`src/rtl/wsb_pkg.sv`:
```
package wsb_pkg;

  // Status bit positions decoded by host software
  localparam int POLL_POS = 7;
  localparam int TOG_POS  = 6;
  localparam int SUSP_POS = 2;

  // Strobes from control to datapath
  typedef struct packed {
    logic takeBusy;   // register the busy status word
    logic takeSusp;   // register the suspended-region marker
    logic takeArray;  // register the array word
    logic clearTog;   // reset both toggle states
    logic capture;    // latch the polling bit for the new operation
  } wsbStrobe_t;

endpackage

```
`src/rtl/wsb_ctrl.sv`:
```
module wsb_ctrl
  import wsb_pkg::*;
#(
  parameter int ADDR_W  = 20,
  parameter int SEC_LSB = 11,
  parameter int BLK_LSB = 15
) (
  input  logic              opStart,
  input  logic              opBusy,
  input  logic              eraseSusp,
  input  logic [ADDR_W-1:0] suspAddr,
  input  logic              suspIsBlock,
  input  logic              rdStrobe,
  input  logic [ADDR_W-1:0] rdAddr,
  output wsbStrobe_t        strobes
);

  localparam logic [ADDR_W-1:0] SEC_MASK = {ADDR_W{1'b1}} << SEC_LSB;
  localparam logic [ADDR_W-1:0] BLK_MASK = {ADDR_W{1'b1}} << BLK_LSB;

  logic [ADDR_W-1:0] regionMask;
  logic              inRegion;
  logic              readOk;

  always_comb begin
    regionMask = suspIsBlock ? BLK_MASK : SEC_MASK;
    inRegion   = (rdAddr & regionMask) == (suspAddr & regionMask);
    // a read that coincides with a start pulse is dropped
    readOk     = rdStrobe && !opStart;

    strobes.capture   = opStart;
    strobes.clearTog  = opStart;
    strobes.takeBusy  = readOk && opBusy;
    strobes.takeSusp  = readOk && !opBusy && eraseSusp && inRegion;
    strobes.takeArray = readOk && !opBusy && !(eraseSusp && inRegion);
  end

endmodule

```
`src/rtl/wsb_dpath.sv`:
```
module wsb_dpath
  import wsb_pkg::*;
#(
  parameter int DATA_W = 16
) (
  input  logic              clk,
  input  logic              rstN,
  input  wsbStrobe_t        strobes,
  input  logic              opIsErase,
  input  logic              progPollBit,
  input  logic [DATA_W-1:0] arrayData,
  output logic [DATA_W-1:0] rdData
);

  logic pollQ;
  logic tog6Q;
  logic tog2Q;
  logic [DATA_W-1:0] busyWord;
  logic [DATA_W-1:0] suspWord;

  always_comb begin
    busyWord           = '0;
    busyWord[POLL_POS] = pollQ;
    busyWord[TOG_POS]  = tog6Q;
    suspWord           = '0;
    suspWord[TOG_POS]  = 1'b1;
    suspWord[SUSP_POS] = tog2Q;
  end

  always_ff @(posedge clk) begin
    if (!rstN) begin
      pollQ  <= 1'b0;
      tog6Q  <= 1'b0;
      tog2Q  <= 1'b0;
      rdData <= '0;
    end else begin
      if (strobes.capture) pollQ <= opIsErase ? 1'b0 : ~progPollBit;
      if (strobes.clearTog) begin
        tog6Q <= 1'b0;
        tog2Q <= 1'b0;
      end else begin
        if (strobes.takeBusy) tog6Q <= ~tog6Q;
        if (strobes.takeSusp) tog2Q <= ~tog2Q;
      end
      if (strobes.takeBusy)       rdData <= busyWord;
      else if (strobes.takeSusp)  rdData <= suspWord;
      else if (strobes.takeArray) rdData <= arrayData;
    end
  end


  tog_flip_chk: assert property (@(posedge clk) disable iff (!rstN)
    (strobes.takeBusy && !strobes.clearTog) |=> (tog6Q == !$past(tog6Q)));


  tog_clear_chk: assert property (@(posedge clk) disable iff (!rstN)
    strobes.clearTog |=> (!tog6Q && !tog2Q));


  susp_mark_chk: assert property (@(posedge clk) disable iff (!rstN)
    strobes.takeSusp |=> (rdData[TOG_POS] && !rdData[POLL_POS]));


  erase_poll_chk: assert property (@(posedge clk) disable iff (!rstN)
    (strobes.takeBusy && !pollQ) |=> !rdData[POLL_POS]);


  array_pass_chk: assert property (@(posedge clk) disable iff (!rstN)
    strobes.takeArray |=> (rdData == $past(arrayData)));

endmodule

```
`src/rtl/wsb_status_gen.sv`:
```
module wsb_status_gen
  import wsb_pkg::*;
#(
  parameter int DATA_W  = 16,
  parameter int ADDR_W  = 20,
  parameter int SEC_LSB = 11,
  parameter int BLK_LSB = 15
) (
  input  logic              clk,
  input  logic              rstN,
  input  logic              opStart,
  input  logic              opBusy,
  input  logic              opIsErase,
  input  logic              progPollBit,
  input  logic              eraseSusp,
  input  logic [ADDR_W-1:0] suspAddr,
  input  logic              suspIsBlock,
  input  logic              rdStrobe,
  input  logic [ADDR_W-1:0] rdAddr,
  input  logic [DATA_W-1:0] arrayData,
  output logic [DATA_W-1:0] rdData
);

  wsbStrobe_t strobes;

  wsb_ctrl #(
    .ADDR_W (ADDR_W),
    .SEC_LSB(SEC_LSB),
    .BLK_LSB(BLK_LSB)
  ) u_ctrl (
    .opStart    (opStart),
    .opBusy     (opBusy),
    .eraseSusp  (eraseSusp),
    .suspAddr   (suspAddr),
    .suspIsBlock(suspIsBlock),
    .rdStrobe   (rdStrobe),
    .rdAddr     (rdAddr),
    .strobes    (strobes)
  );

  wsb_dpath #(
    .DATA_W(DATA_W)
  ) u_dpath (
    .clk        (clk),
    .rstN       (rstN),
    .strobes    (strobes),
    .opIsErase  (opIsErase),
    .progPollBit(progPollBit),
    .arrayData  (arrayData),
    .rdData     (rdData)
  );


  idle_hold_chk: assert property (@(posedge clk) disable iff (!rstN)
    !rdStrobe |=> $stable(rdData));


  busy_first_chk: assert property (@(posedge clk) disable iff (!rstN)
    (rdStrobe && !opStart && opBusy && eraseSusp) |=> !(rdData[TOG_POS] && rdData[SUSP_POS]));

endmodule

```
`config.mk`:
```
export PLATFORM = sky130hd
export DESIGN_NAME = wsb_status_gen
export DESIGN_NICKNAME = d
export VERILOG_FILES = /design/src/rtl/wsb_pkg.sv /design/src/rtl/wsb_ctrl.sv /design/src/rtl/wsb_dpath.sv /design/src/rtl/wsb_status_gen.sv
export SDC_FILE = /design/constraint.sdc
export NUM_CORES = 1
export LEC_CHECK = 0
export CORE_ASPECT_RATIO = 0.6
export CORE_MARGIN = 2
export CORE_UTILIZATION = 30
export CTS_BUF_LIST = sky130_fd_sc_hd__clkbuf_8
export CTS_CLUSTER_SIZE = 25
export DETAILED_ROUTE_END_ITERATION = 10
export PLACE_DENSITY = 0.92
export SKIP_CTS_REPAIR_TIMING = 1
export SYNTH_ARGS = -nofsm -noshare
export SYNTH_HDL_FRONTEND = slang
export SYNTH_SLANG_ARGS = --single-unit
```
`constraint.sdc`:
```
create_clock -name clk -period 2.23 [get_ports clk]
set_clock_uncertainty 0.05 [all_clocks]
set_input_delay 0.446 -clock clk [delete_from_list [all_inputs] [get_ports clk]]
set_output_delay 0.446 -clock clk [all_outputs]
set_load 0.02 [all_outputs]
```
==> flow_summary.json <==
{
  "outcome": "finished clean",
  "gp_congestion": 0.735,
  "leakagePower_nw": 0.576,
  "nNetsFinal": 207,
  "maxCapViolations": 0,
  "timing.fmax_mhz": 511,
  "min_path_type": "reg -> reg",
  "setup_viol": 0,
  "ys_warn_count": 0,
  "drtPass1Iterations": 7,
  "areaGrowthSynthToFinish_pct": 81.6,
  "peakVddDrop_mv": 0.318,
  "drt-total-wl_um": 2420,
  "async_reset_ff_share_pct": 0,
  "syn-cell-area_um2": 836,
  "postRouteAntennaNets": 0,
  "antenna_found_initial": 0,
  "hpwl_um": 2000,
  "ys_seq_area_share_pct": 45.5,
  "synth_edf_count": 0,
  "fin_setup_tns_ps": 0,
  "syn-num-nets": 142,
  "path_clk_slew_ps": 70,
  "final_core_util_pct": 58.9,
  "synth.distinct_cells": 29,
  "cts-root-buf": "clkbuf_8",
  "synthTopCellsByArea": "dfxtp_1, a22o_1, xnor2_1, a22o_2, o311a_4",
  "crit_path_end_kind": "register",
  "path_class": "in -> reg",
  "initial_core_util_pct": 32.5,
  "max-slew-margin-rel_pct": 77.0,
  "synth_common_cells": "dfxtp_1, a22o_1, xnor2_1",
  "arrival_ps": 2090,
  "gr-total-overflow": 0,
  "synth_seq_cells": 19,
  "drv_slew": 0,
  "grt_pass1_wl_um": 4040,
  "clock_sinks": 19,
  "synthCells": 77,
  "avgSynthCellArea_um2": 10.9,
  "drive_gt1_share_pct": 10.6,
  "coreArea_um2": 2570,
  "die_area_um2": 3240,
  "hold_viol_final": 0,
  "grt_use_total_pct": 16.6,
  "placed_cells": 169,
  "required_ps": 2360,
  "cts.path.max_buffers": 2,
  "min_delay_path_depth": 1,
  "yosysMostFrequentCell": "dfxtp_1",
  "die_w_um": 72.1,
  "yosysTopAreaCell": "dfxtp_1",
  "min_period_ps": 1960,
  "fp.dieH_um": 44.9,
  "io_buffers": 58,
  "timing.hold.ws_ps": 430,
  "synth_top_area_share_pct": 45.5,
  "final_cell_area_um2": 1520,
  "htreeDepth": 1,
  "drt_iter0_drc": 69,
  "avgRoutedWirePerCell_um": 14.0,
  "clk_latency_ps": 260,
  "cts_tree": "done",
  "grt_pass1_vias": 850,
  "grt_max_degree": 14,
  "crit_path_max_fanout": 4,
  "p_per_area_nw_per_um2": 513,
  "cts_made_buffers": 3,
  "drc": 0,
  "synth_ff_type": "dfxtp_1",
  "stdcell_count": 173,
  "dpl_cell_area_um2": 1470,
  "r2r_cells": 2,
  "tightestPinTransition_ps": 341,
  "layout_worst_path_cycle_share_pct": 87.8,
  "start_kind": "input port",
  "pin_count": 81,
  "post_drt_via_cell_ratio": 5.01,
  "vias": 867,
  "n_antenna_cell": 0,
  "rsz0062_at_grt": "no",
  "core.rowCount": 14
}
state kept, by name, summed over array words and instances, names as in the netlist:
register / count
u_dpath.rdData: 16
u_dpath.pollQ: 1
u_dpath.tog2Q: 1
u_dpath.tog6Q: 1
final timing paths:
path,end,slack (ps),start
setup / recovery,u_dpath.tog2Q,270,suspAddr[11]
setup reg to reg,u_dpath.tog2Q,1180,u_dpath.tog2Q
hold / removal,u_dpath.rdData[1],430,u_dpath.rdData[1]
hold reg to reg,u_dpath.rdData[1],430,u_dpath.rdData[1]
worst max-delay path, cell delays in order:
cell	delay, ps
clkdlybuf4s50_1	420
xnor2_1	190
a41oi_2	220
buf_4	200
nor4_1	360
mux2i_1	240
metal layers:
| metal | vias to the layer above | part of all wire, % | track usage [%] |
|---|---|---|---|
| met2 | 29 | 50 | 27.3 |
| met5 | - | 0 | 0 |
| met4 | 0 | 2.9 | 9.06 |
| li1 | 417 | - | - |
| met3 | 8 | 4.3 | 4.69 |
| met1 | 413 | 43 | 20.0 |
cell families after synthesis:
kind of cell           count (synthesis)  synth area share [%]
AND/OR/NAND/NOR                       19                  12.6
flip-flops                            19                  45.5
multiplexers                           2                  2.40
AO/OA/AOI/OAI                         23                  25.4
XOR/XNOR                              10                  11.4
buffers and inverters                  4                  2.69
where the power goes:
| part | switching, mW | internal, mW | leakage [nW] |
|---|---|---|---|
| logic | 0.0651 | 0.114 | 0.396 |
| clock network | 0.117 | 0.124 | 0.0255 |
| registers | 0.00606 | 0.351 | 0.154 |
layout by cell type, fill, tap and decap left out, types with 2 or more instances in the layout:
cell,count
nand2_1,5
clkdlybuf4s50_1,58
inv_1,2
o21ai_0,2
nand2b_1,2
mux2i_1,2
a22o_1,10
o311a_1,2
xnor2_1,8
dfxtp_1,19
a22o_2,3
buf_4,4
nor2_1,3
a21oi_1,2
clkbuf_8,3
final cells by class:
class                           instances  area (um^2)
Fill cell                             218         1060
Clock buffer                            3         41.3
Sequential cell                        19          380
Multi-Input combinational cell         54          433
Tap cell                               32         40.0
Clock inverter                          1         5.00
Timing Repair Buffer                   62          611
Inverter                                2         7.51
through the flow:
stage	setup WS [ps]	power (mW)
after floorplan	541	0.428
after global placement	102	0.538
after global routing	101	0.818
final	273	0.778
after CTS	271	0.781
after detailed placement	14.2	0.544
Note: power is estimated with default switching activity, not from simulation.
